[src/rtl/stn_tcon_pkg.sv]
// Shared types for the STN row timing controller.
// Assumes: nothing beyond IEEE 1800-2017.
package stn_tcon_pkg;

    // Phases of one row period.
    typedef enum logic [1:0] {
        LS_SHIFT = 2'd0,
        LS_LATCH = 2'd1,
        LS_IDLE  = 2'd2
    } line_state_e;

endpackage

[src/rtl/stn_row_shift.sv]
// Moves one row of packed sub-pixel words from the stream onto the panel
// bus. Each accepted word drives the shift clock high for one cycle and
// low for at least one, so the data is stable at the falling edge. It
// raises row_done once every word of the row has gone out.
// Assumes: en is held high by the sequencer for the whole shift phase.
module stn_row_shift #(
    parameter int DW    = 8,
    parameter int WORDS = 120
) (
    input  logic          clk,
    input  logic          rst_n,
    input  logic          en,
    input  logic [DW-1:0] in_data,
    input  logic          in_valid,
    output logic          in_ready,
    output logic [DW-1:0] d_out,
    output logic          xck,
    output logic          row_done,
    output logic          underrun
);
    localparam int             CW   = $clog2(WORDS + 1);
    localparam logic [CW-1:0]  LAST = CW'(WORDS);

    logic [CW-1:0] word_cnt;

    // Take a word only in the low half of the shift clock while words remain.
    assign in_ready = en && !xck && (word_cnt != LAST);
    // The row is finished once the final word's clock has come back low.
    assign row_done = en && !xck && (word_cnt == LAST);

    // Word transfer, shift clock pulse, row wrap and the stall flag.
    always_ff @(posedge clk) begin
        if (!rst_n) begin
            xck      <= 1'b0;
            d_out    <= '0;
            word_cnt <= '0;
            underrun <= 1'b0;
        end else if (xck) begin
            xck <= 1'b0;
        end else if (in_ready && in_valid) begin
            d_out    <= in_data;
            xck      <= 1'b1;
            word_cnt <= word_cnt + 1'b1;
        end else if (row_done) begin
            word_cnt <= '0;
        end else if (in_ready && (word_cnt != '0)) begin
            underrun <= 1'b1;
        end
    end

    // the shift clock is a single-cycle pulse.
    assert_xck_pulse_R3: assert property (@(posedge clk) disable iff (!rst_n)
        xck |=> !xck);
    // data holds across the sampling edge.
    assert_data_hold_R3: assert property (@(posedge clk) disable iff (!rst_n)
        $fell(xck) |-> $stable(d_out));
    // the stall flag is sticky.
    assert_underrun_sticky_R9: assert property (@(posedge clk) disable iff (!rst_n)
        underrun |=> underrun);

endmodule

[src/rtl/stn_line_seq.sv]
// Sequences one row period: shift phase, latch pulse of LP_SYS system
// clocks, then a programmable idle time before the next shift phase.
// Assumes: LP_SYS >= 2; idle_cycles is held steady during latch and idle.
module stn_line_seq
    import stn_tcon_pkg::*;
#(
    parameter int LP_SYS = 4,
    parameter int IW     = 8
) (
    input  logic          clk,
    input  logic          rst_n,
    input  logic          row_done,
    input  logic [IW-1:0] idle_cycles,
    output logic          shift_en,
    output logic          lp,
    output logic          lp_end
);
    localparam int            LW      = $clog2(LP_SYS);
    localparam logic [LW-1:0] LP_LAST = LW'(LP_SYS - 1);

    line_state_e   state;
    logic [LW-1:0] lp_cnt;
    logic [IW-1:0] idle_cnt;

    assign shift_en = (state == LS_SHIFT);
    assign lp       = (state == LS_LATCH);
    // Last cycle of the latch pulse; the next edge drops it.
    assign lp_end   = (state == LS_LATCH) && (lp_cnt == LP_LAST);

    // Row-period state machine with the latch and idle counters.
    always_ff @(posedge clk) begin
        if (!rst_n) begin
            state    <= LS_SHIFT;
            lp_cnt   <= '0;
            idle_cnt <= '0;
        end else begin
            case (state)
                LS_SHIFT: begin
                    if (row_done) begin
                        state  <= LS_LATCH;
                        lp_cnt <= '0;
                    end
                end
                LS_LATCH: begin
                    if (lp_end) begin
                        state    <= (idle_cycles == '0) ? LS_SHIFT : LS_IDLE;
                        idle_cnt <= IW'(1);
                    end else begin
                        lp_cnt <= lp_cnt + 1'b1;
                    end
                end
                LS_IDLE: begin
                    if (idle_cnt >= idle_cycles) state <= LS_SHIFT;
                    else idle_cnt <= idle_cnt + 1'b1;
                end
                default: state <= LS_SHIFT;
            endcase
        end
    end

    // a finished row is latched on the very next edge.
    assert_latch_follows_row_R4: assert property (@(posedge clk) disable iff (!rst_n)
        row_done |=> lp);

endmodule

[src/rtl/stn_frame_track.sv]
// Counts latched rows inside a frame, marks the pulse that closes the
// last row with the frame marker, and inverts the drive polarity as
// that pulse ends.
// Assumes: ROWS >= 2; lp_end falls inside an lp pulse.
module stn_frame_track #(
    parameter int ROWS = 240
) (
    input  logic clk,
    input  logic rst_n,
    input  logic lp,
    input  logic lp_end,
    output logic yd,
    output logic m
);
    localparam int            RW       = $clog2(ROWS);
    localparam logic [RW-1:0] LAST_ROW = RW'(ROWS - 1);

    logic [RW-1:0] row_idx;

    assign yd = lp && (row_idx == LAST_ROW);

    // Advance the row index per latch; wrap and flip polarity per frame.
    always_ff @(posedge clk) begin
        if (!rst_n) begin
            row_idx <= '0;
            m       <= 1'b0;
        end else if (lp_end) begin
            if (row_idx == LAST_ROW) begin
                row_idx <= '0;
                m       <= ~m;
            end else begin
                row_idx <= row_idx + 1'b1;
            end
        end
    end

    // the marker only appears inside a latch pulse.
    assert_yd_in_lp_R6: assert property (@(posedge clk) disable iff (!rst_n)
        yd |-> lp);
    // polarity moves only right after a marked pulse.
    assert_m_on_frame_R7: assert property (@(posedge clk) disable iff (!rst_n)
        !$stable(m) |-> $past(yd));

endmodule

[src/rtl/stn_panel_tcon.sv]
// Top of the STN row timing controller. It joins the word shifter, the
// row-period sequencer and the frame tracker.
// Assumes: DOTS_PER_ROW is a multiple of BUS_W; stream words are packed
// with the leftmost dot of a row in the first word.
module stn_panel_tcon #(
    parameter int DOTS_PER_ROW = 960,
    parameter int BUS_W        = 8,
    parameter int ROWS         = 240,
    parameter int LP_XCK       = 2,
    parameter int IDLE_W       = 8
) (
    input  logic              clk,
    input  logic              rst_n,
    input  logic [IDLE_W-1:0] idle_cycles,
    input  logic [BUS_W-1:0]  px_data,
    input  logic              px_valid,
    output logic              px_ready,
    output logic [BUS_W-1:0]  lcd_d,
    output logic              lcd_xck,
    output logic              lcd_lp,
    output logic              lcd_yd,
    output logic              lcd_m,
    output logic              underrun
);
    localparam int WORDS  = DOTS_PER_ROW / BUS_W;
    localparam int LP_SYS = 2 * LP_XCK;

    logic shift_en;
    logic row_done;
    logic lp_end;

    stn_row_shift #(.DW(BUS_W), .WORDS(WORDS)) u_shift (
        .clk      (clk),
        .rst_n    (rst_n),
        .en       (shift_en),
        .in_data  (px_data),
        .in_valid (px_valid),
        .in_ready (px_ready),
        .d_out    (lcd_d),
        .xck      (lcd_xck),
        .row_done (row_done),
        .underrun (underrun)
    );

    stn_line_seq #(.LP_SYS(LP_SYS), .IW(IDLE_W)) u_seq (
        .clk         (clk),
        .rst_n       (rst_n),
        .row_done    (row_done),
        .idle_cycles (idle_cycles),
        .shift_en    (shift_en),
        .lp          (lcd_lp),
        .lp_end      (lp_end)
    );

    stn_frame_track #(.ROWS(ROWS)) u_frame (
        .clk    (clk),
        .rst_n  (rst_n),
        .lp     (lcd_lp),
        .lp_end (lp_end),
        .yd     (lcd_yd),
        .m      (lcd_m)
    );

    // no shifting during the latch pulse.
    assert_xck_quiet_in_lp_R5: assert property (@(posedge clk) disable iff (!rst_n)
        lcd_lp |-> !lcd_xck);
    // the stream is held off during the latch pulse.
    assert_no_take_in_lp_R5: assert property (@(posedge clk) disable iff (!rst_n)
        lcd_lp |-> !px_ready);

endmodule

[config.mk]
export PLATFORM = sky130hd
export DESIGN_NAME = stn_panel_tcon
export DESIGN_NICKNAME = d
export VERILOG_FILES = /design/src/rtl/stn_tcon_pkg.sv /design/src/rtl/stn_row_shift.sv /design/src/rtl/stn_line_seq.sv /design/src/rtl/stn_frame_track.sv /design/src/rtl/stn_panel_tcon.sv
export SDC_FILE = /design/constraint.sdc
export NUM_CORES = 1
export LEC_CHECK = 0
export BUFFER_PORTS_ARGS = -buffer_cell sky130_fd_sc_hd__buf_4
export CORE_MARGIN = 8
export CORE_UTILIZATION = 55
export CTS_CLUSTER_DIAMETER = 60
export DETAILED_ROUTE_END_ITERATION = 16
export GPL_ROUTABILITY_DRIVEN = 0
export PLACE_DENSITY = 0.89
export SLEW_MARGIN = 10
export SYNTH_ARGS = -nofsm -noshare
export SYNTH_HDL_FRONTEND = slang
export SYNTH_HIERARCHICAL = 1
export SYNTH_SLANG_ARGS = --single-unit
export TNS_END_PERCENT = 1
[constraint.sdc]
create_clock -name clk -period 2.6 [get_ports clk]
set_input_delay 0.26 -clock clk [delete_from_list [all_inputs] [get_ports clk]]
set_output_delay 0.26 -clock clk [all_outputs]
set_load 0.05 [all_outputs]
# After elaboration in Yosys (flattened, before gate mapping)
# Index checks and enable logic that the tools add are counted.
[classes]
bitwise = 5
n_reduce_logical = 22
mux = 15
order_cmp = 1
n_addsub = 4
eq_ne = 11
[op_table]
columns = ["operator", "count"]
rows = [
  ["$mux W8", 3],
  ["$add A8 B1 Y8 const B", 2],
  ["$pmux W8 S2", 1],
  ["$mux W7", 2],
  ["$mux W2", 6],
  ["$reduce_and A3 Y1", 3],
  ["$eq A8 B8 Y1 const B", 1],
  ["$ge A8 B8 Y1", 1],
  ["$logic_not A8 Y1", 1],
  ["$ne A2 B2 Y1 const B", 4],
  ["$add A7 B1 Y7 const B", 1],
  ["$eq A7 B7 Y1 const B", 1],
  ["$logic_and A1 B1 Y1", 7],
  ["$ne A7 B7 Y1 const B", 1],
  ["$reduce_bool A7 Y1", 1],
  ["$pmux W2 S3", 1],
  ["$reduce_and A2 Y1", 3],
  ["$reduce_bool A2 Y1", 3],
  ["$not A1 Y1", 5],
  ["$eq A2 B2 Y1 const B", 2],
  ["$pmux W2 S2", 1],
  ["$reduce_and A4 Y1", 1],
  ["$add A2 B1 Y2 const B", 1],
  ["$eq A2 B1 Y1 const B", 1],
  ["other kinds (5)", 5],
]
[word_totals]
input_bits = 19
reg_bits = 38
elab_cells = 67
output_inout_bits = 14

# Logic depth before layout (Yosys ltp)
# Gate-level depths: netlist of the first run.
[depth]
word_depth = 6
mapped_depth = 8
ltp_nobuf = 8

# Hierarchy
# Netlist of the first run, hierarchy kept.
[by_module_without_submodules]
columns = ["module", "cells_per_inst", "seq_area_each_um2", "instances", "area_per_inst_um2"]
rows = [
  ["stn_line_seq", 102, 240.2, 1, 839.6],
  ["stn_row_shift", 80, 340.3, 1, 768.2],
  ["stn_frame_track", 49, 180.2, 1, 436.7],
]

# Worst setup path before layout of the first run
# OpenSTA, ideal clock, no wires.
[synth_timing]
path_kind = "reg2reg"
start = "reg u_seq.state[0]"
end = "reg u_frame.row_idx[7]"
t_required_ps = 2526
path_stages_with_launch = 8
setup_time_ps = 74
period_less_slack_ps = 2509
arrival_time_ps = 2435
n_path_buf = 1
slack_ps = 91
cell_sequence = "dfxtp_1 nor2b_1 nand2_1 inv_1 buf_4 nand4_2 or4_1 a31oi_1"
[synth_between]
elab_chain_len = 2
[synth_lines]
columns = ["item", "line", "rtl"]
rows = [
  ["start, declared", "stn_line_seq.sv:21", "line_state_e state;"],
  ["start signal, assigned", "stn_line_seq.sv:46", "state <= (idle_cycles == '0) ? LS_SHIFT : LS_IDLE;"],
  ["$eq A2 B1 Y1", "--", ""],
  ["net lcd_lp", "stn_panel_tcon.sv:20", "output logic lcd_lp,"],
  ["$logic_and A1 B1 Y1", "stn_line_seq.sv:28", "assign lp_end = (state == LS_LATCH) && (lp_cnt == LP_LAST);"],
  ["net lp_end", "stn_panel_tcon.sv:30", "logic lp_end;"],
  ["end signal, assigned", "stn_frame_track.sv:32", "row_idx <= row_idx + 1'b1;"],
  ["end, declared", "stn_frame_track.sv:18", "logic [RW-1:0] row_idx;"],
]
# The timed path passes the listed nets, and every way through them passes these cells.
# A chain may end at the register's enable or synchronous reset.

# Final worst setup path of the first run
[layout_timing]
start = "reg u_seq.lp_cnt[0]"
end = "reg u_frame.row_idx[7]"
[layout_between]
elab_chain_len = 2
[layout_lines]
columns = ["item", "line", "rtl"]
rows = [
  ["start, declared", "stn_line_seq.sv:22", "logic [LW-1:0] lp_cnt;"],
  ["start signal, assigned", "stn_line_seq.sv:49", "lp_cnt <= lp_cnt + 1'b1;"],
  ["$eq A2 B2 Y1", "stn_line_seq.sv:28", ""],
  ["$logic_and A1 B1 Y1", "stn_line_seq.sv:28", ""],
  ["net lp_end", "stn_panel_tcon.sv:30", ""],
]
# The timed path passes the listed nets, and every way through them passes these cells.

==> qor.txt, run 1 <==
status: complete, no violations
Max Clk Rate: 482 MHz
CTS Sinks: 38
# nets final: 299
Synth Flop Type: dfxtp_1
First-pass DRT Iterations: 4
DRT antenna net count: 0
cell taking the most area after synthesis: dfxtp_1
postcts setup bufs: 0
met3 usage: 5.13%
grt total ovfl: 0
met1 global-route usage: 15.8%
Slew @ Worst Pin: 0.442 ns
Post-Layout Cell Count: 316
Required @ worst endpoint: 2.82 ns
Max clock buf depth: 2
worst-path cell chain: ha_1 > nand2_1 > inv_1 > nand4_2 > or4_1 > a31oi_1
Crit. End Element: flop
DR iter-0 viols: 149
min Tclk post-route: 2.08 ns
post-synth cell types: 53
WP buf/inv: 1
most used routing layer: met2
first-pass GRT wire length: 7.20 mm
vias in the first global route: 1704
FFs w/ async S/R, synth: 0%
final period utilization: 79.8%
startpoint types: flop
instance area after placement: 2330 um2
DR vias: 1783
synthesized cell area: 2040 um2
full die area: 5920 um2
register area: 761 um2
setup_tns: 0 ns
crit path DAT: 2.29 ns
Ports: 33
total track usage: 14.4%
HPWL Detailed: 3.16 mm
Fillers: 293
Yosys reg bits: 38
critical path's slowest cell: or4_1
DRC: 0
Root Buffer Master: clkbuf_8
max-cap violation count: 0
placed instance count: 308
CTS clk-pin slew, worst paths: 0.08 ns
Pwr per Cell Area: 548 nW/um2
min-delay worst type: in -> reg
number of synthesized flops with an enable pin: 0
most common cell after layout, fill and taps aside: dfxtp_1
Syn Area/Cell: 8.85 um2
area of the multi-input gates: 1190 um2
Mapped Cells: 231
Slew Limit Fails: 0
Initial Utilization: 56.7%
largest net degree at the start of global routing: 18
crit-path max FO: 8
clk_lat worst skew: 0.29 ns
final setup vio count: 0
initial antenna violation count: 0
clock skew: 0.00818 ns
Syn Nets: 263
Hold Vio Cnt, Final: 0
synthesis-to-finish area growth: 20.8%
P_leak: 1.05 nW
Post-CTS Resized: 0
Die Y-Extent: 77.0 um
wire per inst: 13.6 um
number of diodes: 0
Syn. warnings: 6
Slew HR: 70.2%
Hold Slack: 0.204 ns
Die X: 77.0 um
met2 GRT Util: 24.5%
share of layout cells above drive strength 1: 19.8%
sequential area share after synthesis: 37.2%
most frequent cells in the layout: dfxtp_1, buf_4, nor2_1, inv_1, a21oi_1
max incr delay on CP: 0.45 ns
core box area: 3610 um2
cell row count: 22
RSZ-0062 raised after global routing: false
delay-heaviest family, CP: simple AND/OR/NAND/NOR gates
CTS Buf Count: 5
hold-fix buffer count after cts: 0
H-tree depth: 2
Max VDD drop: 0.385 mV
ranking of synthesized cells by area: dfxtp_1, ha_1, nor2_1
Port Buffers: 32
area fraction of the dominant cell type after synthesis: 37.2%
Non-Filler Cell Area, Final: 2470 um2
critical path class: reg -> reg
Routed WL: 4.30 mm
Vias/cell: 5.64
CTS tree: built
==> layout make-up <==
type,count,area share (%)
Sequential cell,38,30.8
Clock inverter,3,2.79
Clock buffer,5,2.79
Inverter,17,2.58
Multi-Input combinational cell,171,48.3
Tap cell,48,2.43
Timing Repair Buffer,34,10.3
==> sequential cells by signal, indices dropped and copies added (netlist names) <==
register          flops
u_shift/xck           1
u_seq/idle_cnt        8
u_seq/lp_cnt          2
u_seq/state           2
u_frame/m             1
u_shift/d_out         8
u_frame/row_idx       8
u_shift/word_cnt      7
u_shift/underrun      1
==> stage by stage <==
stage	utilization, %	power (mW)	setup slack (ns)
after floorplan	-	0.718	0.0907
after global placement	64.7	0.769	0.620
after detailed placement	64.7	0.773	0.559
after CTS	68.5	1.37	0.550
after global routing	68.5	1.40	0.362
final	68.5	1.35	0.525
==> Yosys cell counts (3+ instances only) <==
library cell / instances
mux2i_1: 10
nor3_1: 3
nor2_1: 30
inv_1: 17
ha_1: 13
nand4_1: 4
nand3_1: 11
nand2_1: 11
and3_1: 5
o21ai_0: 7
or3_1: 4
dfxtp_1: 38
o22ai_1: 3
a31oi_1: 4
nand3b_1: 3
and2_1: 3
xor2_1: 3
o31ai_1: 4
a21oi_1: 16
==> report_power, final <==
group,total (mW),switching (mW),internal [mW]
combinational,0.156,0.0921,0.0634
clock,0.595,0.211,0.384
sequential,0.604,0.00959,0.594
==> worst reg2reg max path, delay by kind of cell (launching register included) <==
kind,cells,cell delay [ns]
AO/OA/AOI/OAI,1,0.17
adder cells (fa/ha/maj),1,0.27
buffers and inverters,1,0.31
flip-flops,1,0.38
AND/OR/NAND/NOR,3,0.89
==> routing by layer <==
metal	part of all wire, %	wire [um]	up-vias
li1	-	-	911
met1	45	1940	824
met2	48	2080	40
met3	5.3	230	8
met4	1.1	47	0
met5	0	0	-
==> logic make-up after synthesis <==
kind of cell | Yosys count | share of synthesized area, %
and+or+nand+nor | 90 | 23.9
adders and majority gates | 13 | 7.96
muxes | 10 | 4.90
AOI/OAI and AO/OA | 53 | 19.5
buffers and inverters | 22 | 4.47
DFF | 38 | 37.2
xor gates and xnor gates | 5 | 2.14
==> final timing paths <==
check                        to       startpoint  slack (ns)  depth (start not counted)
max reg2reg  u_frame/row_idx[7]  u_seq/lp_cnt[0]        0.52                          6
min            u_shift/d_out[0]       px_data[0]        0.20                          3
max          u_frame/row_idx[7]  u_seq/lp_cnt[0]        0.52                          6
min reg2reg           u_frame/m        u_frame/m        0.48                          2
Power figures use the tool's default switching activity.
==> run 2, diff against run 1 <==
- CORE_UTILIZATION: 55 -> 50
- PLACE_DENSITY: 0.89 -> 0.86
- clock period: 2.6 -> 1.9 ns (I/O delays scaled with it)
==> run 2 against run 1 <==
Sequential power increased by 37%. Maximum frequency up 15%. Global-route usage grew 0.26 points. Largest power group unchanged.
==> qor.txt, run 2 (synthesized netlist as in run 1, its figures left out) <==
status: complete, no violations
capturing point of the worst reg2reg path: u_seq/idle_cnt[7]
synthesis-to-finish area growth: 23.6%
Die X: 79.9 um (+3.9%)
Required @ worst endpoint: 2.12 ns (-0.70 ns)
wire per inst: 14.0 um (+2.8%)
First-pass DRT Iterations: 4 (unchanged)
Max VDD drop: 0.484 mV (+26%)
Die Y-Extent: 79.9 um (+3.9%)
Port Buffers: 32 (unchanged)
Hold Vio Cnt, Final: 0 (unchanged)
most frequent cells in the layout: buf_4, dfxtp_1, nor2_1, inv_1, a21oi_1
# nets final: 305 (+2.0%)
most common cell after layout, fill and taps aside: buf_4
largest net degree at the start of global routing: 18 (unchanged)
DRT antenna net count: 0 (unchanged)
full die area: 6390 um2 (+7.9%)
Slew @ Worst Pin: 0.378 ns (-0.0645 ns)
core box area: 3970 um2 (+10%)
number of diodes: 0 (unchanged)
Vias/cell: 5.62 (-0.36%)
crit path from: u_seq/idle_cnt[0]
P_leak: 1.07 nW (+1.7%)
vias in the first global route: 1677 (-1.6%)
max-cap violation count: 0 (unchanged)
Max Clk Rate: 554 MHz (+15%)
clock skew: 0.00419 ns (-0.00398 ns)
biggest regs: u_frame/row_idx x8, u_seq/idle_cnt x8, u_shift/d_out x8
Worst Reg-to-Reg Cells: 7 (+1)
crit-path max FO: 3 (-5)
Setup crit end: u_seq/idle_cnt[7]
DR vias: 1816 (+1.9%)
final setup vio count: 0 (unchanged)
grt total ovfl: 0 (unchanged)
critical path class: reg -> reg
startpoint types: flop
Initial Utilization: 51.5% (-5.2 points)
H-tree depth: 2 (unchanged)
CTS clk-pin slew, worst paths: 0.07 ns (about the same)
Tot Pwr: 1.74 mW (+28%)
min Tclk post-route: 1.80 ns (-0.270 ns)
clk_lat worst skew: 0.29 ns (about the same)
Slew Limit Fails: 0 (unchanged)
HPWL Detailed: 3.39 mm (+7.2%)
Crit. End Element: flop
total track usage: 14.6% (+0.26 points)
CTS Sinks: 38 (unchanged)
Routed WL: 4.52 mm (+5.1%)
crit path DAT: 2.03 ns (-0.26 ns)
RSZ-0062 raised after global routing: true
final period utilization: 95.0% (+15 points)
Ports: 33 (unchanged)
first-pass GRT wire length: 7.51 mm (+4.3%)
initial antenna violation count: 0 (unchanged)
share of layout cells above drive strength 1: 24.5% (+4.8 points)
CTS Buf Count: 5 (unchanged)
Pwr per Cell Area: 687 nW/um2 (+25%)
DR iter-0 viols: 125 (-16%)
setup_tns: 0 ns (unchanged)
min-delay worst type: in -> reg
DRC: 0 (unchanged)
Slew HR: 74.8% (+4.5 points)
final setup margin: 0.0952 ns (-0.430 ns)
Root Buffer Master: clkbuf_8
worst r2r src: u_seq/idle_cnt[0]
CTS tree: built
postcts setup bufs: 0 (unchanged)
Max clock buf depth: 2 (unchanged)
R2R Setup Slk: 0.1 ns (-0.43 ns)
pre-CTS setup slack: 0.0531 ns (-0.506 ns)
cell row count: 23 (+4.5%)
==> run 2: layer usage <==
layer | vias up | GRT usage, % | wire, um
met4 | 0 | 5.45 | 68
met3 | 7 | 5.18 | 287
met5 | - | 0 | 0
met1 | 844 | 16.8 | 1950
li1 | 918 | - | -
met2 | 47 | 24.3 | 2210
==> run 2: layout make-up <==
cell class | count | area (um2)
clock buffers | 6 | 82.6
clock inverters | 1 | 30.0
fillers | 339 | 1440
inverters | 17 | 63.8
multi-input cells | 171 | 1230
flip-flops and latches | 38 | 762
well taps | 50 | 62.6
repair buffers | 40 | 300
==> run 2: where the power goes <==
part           internal [mW]  total, mW  switching, mW  leakage, nW
logic                 0.0888      0.217          0.128        0.700
registers              0.813      0.825         0.0121        0.309
clock network          0.420      0.693          0.274       0.0573
==> run 2: how the worst min path moves through the flow <==
stage / from / endpoint / slack (ns) / depth (start not counted)
after floorplan: rst_n / u_frame/row_idx[2] / 0.31 / 1
after global placement: px_data[5] / u_shift/d_out[5] / 0.42 / 3
after detailed placement: px_data[2] / u_shift/d_out[2] / 0.43 / 3
after CTS: px_data[5] / u_shift/d_out[5] / 0.13 / 3
after global routing: px_data[1] / u_shift/d_out[1] / 0.14 / 3
final: px_data[5] / u_shift/d_out[5] / 0.13 / 3
==> run 2: timing repair <==
action	in CTS	in global routing
hold buffers	0	0
gates resized for setup	0	7
endpoints found under the setup margin	0	11
==> run 2: per-stage QoR <==
stage / std cells / instance area [um2] / utilization (%) / hold slack (ns)
finish: 323 / 2530 / 63.6 / 0.132
global route: 323 / 2530 / 63.6 / 0.137
CTS: 323 / 2500 / 63.0 / 0.130
detailed placement: 316 / 2390 / 60.2 / 0.434
global placement: 316 / 2390 / 60.2 / 0.422
floorplan: 231 / 2050 / - / 0.312
==> run 2: worst max-delay path: stages, from the launching register on <==
cell	delay [ns]
dfxtp_1	0.33
inv_1	0.07
ha_1	0.28
nand2b_4	0.15
a2111oi_4	0.32
o31ai_2	0.10
or3_1	0.35
a31oi_1	0.15
==> run 3, diff against run 2 <==
- CELL_PAD_IN_SITES_DETAIL_PLACEMENT: not set -> 1
- CELL_PAD_IN_SITES_GLOBAL_PLACEMENT: not set -> 1
- CORE_ASPECT_RATIO: not set -> 0.8
- CORE_UTILIZATION: 50 -> 38
==> run 3 against run 2 <==
Highest routed layer unchanged. Sequential share of layout area decreased by 0.47 points. Utilization shrank 15 points. Flip-flop and latch count unchanged. Maximum frequency shrank 2.5%. Clock power up 24%. Cell count rose by 5.0%. Design area rose by 1.9%. Clock skew increased by 0.0067 ns. Worst setup slack worse by 0.046 ns. Register-to-register slack got worse by 0.05 ns. Combinational power is 2% higher. Largest cell class unchanged.
==> qor.txt, run 3 (synthesized netlist as in run 1, its figures left out) <==
most common cell after layout, fill and taps aside: buf_4
core box area: 5320 um2 (+34%)
min Tclk post-route: 1.85 ns (+0.0461 ns)
RSZ-0062 raised after global routing: true
Slew HR: 71.0% (-3.8 points)
Die Y-Extent: 81.6 um (+2.1%)
Die X: 98.0 um (+23%)
crit-path max FO: 5 (+2)
first-pass GRT wire length: 9.80 mm (+30%)
Max clock buf depth: 2 (unchanged)
Tot Pwr: 1.91 mW (+10%)
Port Buffers: 32 (unchanged)
critical path's slowest cell: dfxtp_1
final setup vio count: 0 (unchanged)
final setup margin: 0.0491 ns (-0.0461 ns)
Ports: 33 (unchanged)
wire per inst: 17.0 um (+22%)
DRC: 0 (unchanged)
status: complete, no violations
total track usage: 15.2% (+0.56 points)
Required @ worst endpoint: 2.10 ns (-0.02 ns)
grt total ovfl: 0 (unchanged)
full die area: 8000 um2 (+25%)
Routed WL: 5.77 mm (+28%)
CTS Buf Count: 5 (unchanged)
Initial Utilization: 38.5% (-13 points)
DR vias: 1905 (+4.9%)
Hold Vio Cnt, Final: 0 (unchanged)
DRT antenna net count: 0 (unchanged)
Max Clk Rate: 540 MHz (-2.5%)
cell row count: 24 (+4.3%)
HPWL Detailed: 4.32 mm (+28%)
First-pass DRT Iterations: 7 (+3)
crit path DAT: 2.06 ns (+0.03 ns)
final period utilization: 97.4% (+2.4 points)
clock skew: 0.0109 ns (+0.00674 ns)
max-cap violation count: 0 (unchanged)
Vias/cell: 5.62 (about the same)
CTS Sinks: 38 (unchanged)
vias in the first global route: 2010 (+20%)
# nets final: 305 (unchanged)
Crit. End Element: flop
Post-Layout Cell Count: 339 (+5.0%)
min-delay worst type: in -> reg
Slew Limit Fails: 0 (unchanged)
Slew @ Worst Pin: 0.435 ns (+0.0571 ns)
synthesis-to-finish area growth: 26.0%
Max VDD drop: 0.340 mV (-30%)
Fillers: 638 (+88%)
Root Buffer Master: clkbuf_8
CTS tree: built
largest net degree at the start of global routing: 18 (unchanged)
startpoint types: flop
P_leak: 1.08 nW (+1.4%)
max incr delay on CP: 0.40 ns (+0.05 ns)
share of layout cells above drive strength 1: 25.2% (+0.64 points)
placed instance count: 331 (+4.7%)
Hold Slack: 0.133 ns (+0.00133 ns)
clk_lat worst skew: 0.29 ns (about the same)
pre-CTS setup slack: -0.0303 ns (-0.0834 ns)
DR iter-0 viols: 58 (-54%)
initial antenna violation count: 0 (unchanged)
hold-fix buffer count after cts: 0 (unchanged)
most frequent cells in the layout: buf_4, dfxtp_1, nor2_1, inv_1, a21oi_1
CTS clk-pin slew, worst paths: 0.09 ns (+0.02 ns)
worst-path cell chain: ha_1 > o21a_1 > a211oi_2 > o31a_1 > nand4_1 > a21oi_1
biggest regs: u_frame/row_idx x8, u_seq/idle_cnt x8, u_shift/d_out x8
Pwr per Cell Area: 742 nW/um2 (+8.1%)
critical path class: reg -> reg
H-tree depth: 2 (unchanged)
number of diodes: 0 (unchanged)
-- run 3: power breakdown --
group / leakage (nW) / switching [mW] / internal, mW
Combinational: 0.701 / 0.134 / 0.0880
Clock: 0.0714 / 0.302 / 0.560
Sequential: 0.309 / 0.0139 / 0.814
Total: 1.08 / 0.450 / 1.46
-- run 3: worst max-delay path, delay by kind of cell, from the launching register on --
| family | cells | cell delay (ns) |
|---|---|---|
| AO/OA/AOI/OAI | 4 | 0.96 |
| flip-flops | 1 | 0.40 |
| adder cells (fa/ha/maj) | 1 | 0.27 |
| AND/OR/NAND/NOR | 1 | 0.14 |
-- run 3: worst paths after layout --
path                                   startpoint                end  slack [ns]  cells after the start
worst max-delay path            u_seq/idle_cnt[6]  u_seq/idle_cnt[1]        0.05                      6
worst min-delay path                   px_data[6]   u_shift/d_out[6]        0.13                      3
worst max register to register  u_seq/idle_cnt[6]  u_seq/idle_cnt[1]        0.05                      6
worst min register to register          u_frame/m          u_frame/m        0.50                      2
-- run 3: layer usage --
metal / part of all wire [%] / routed length [um] / vias to the layer above / track usage [%]
li1: - / - / 922 / -
met1: 44 / 2540 / 935 / 17.6
met2: 51 / 2940 / 42 / 27.8
met3: 4.2 / 241 / 6 / 3.13
met4: 0.90 / 52 / 0 / 5.12
met5: 0 / 0 / - / 0
-- run 3: layout make-up --
cell class	instances	area, um2	area share (%)
Clock buffer	6	82.6	3.21
Clock inverter	2	60.1	2.33
Inverter	17	63.8	2.48
Multi-Input combinational cell	171	1220	47.5
Sequential cell	38	764	29.7
Tap cell	65	81.3	3.16
Timing Repair Buffer	40	300	11.7
-- run 3: metrics by stage --
step	setup TNS [ns]	utilization [%]	cell area (um2)
6_report	0	48.5	2580
5_1_grt	-0.243	48.5	2580
4_1_cts	0	48.2	2560
3_5_place_dp	-0.0303	45.3	2410
3_3_place_gp	0	45.3	2410
2_1_floorplan	-0.0114	-	2050
-- run 3: what timing repair did --
action                                  CTS  global route
buffers inserted                          0             0
pin swaps                                 2             2
endpoints found under the setup margin    1            16
gates resized for setup                   2             6
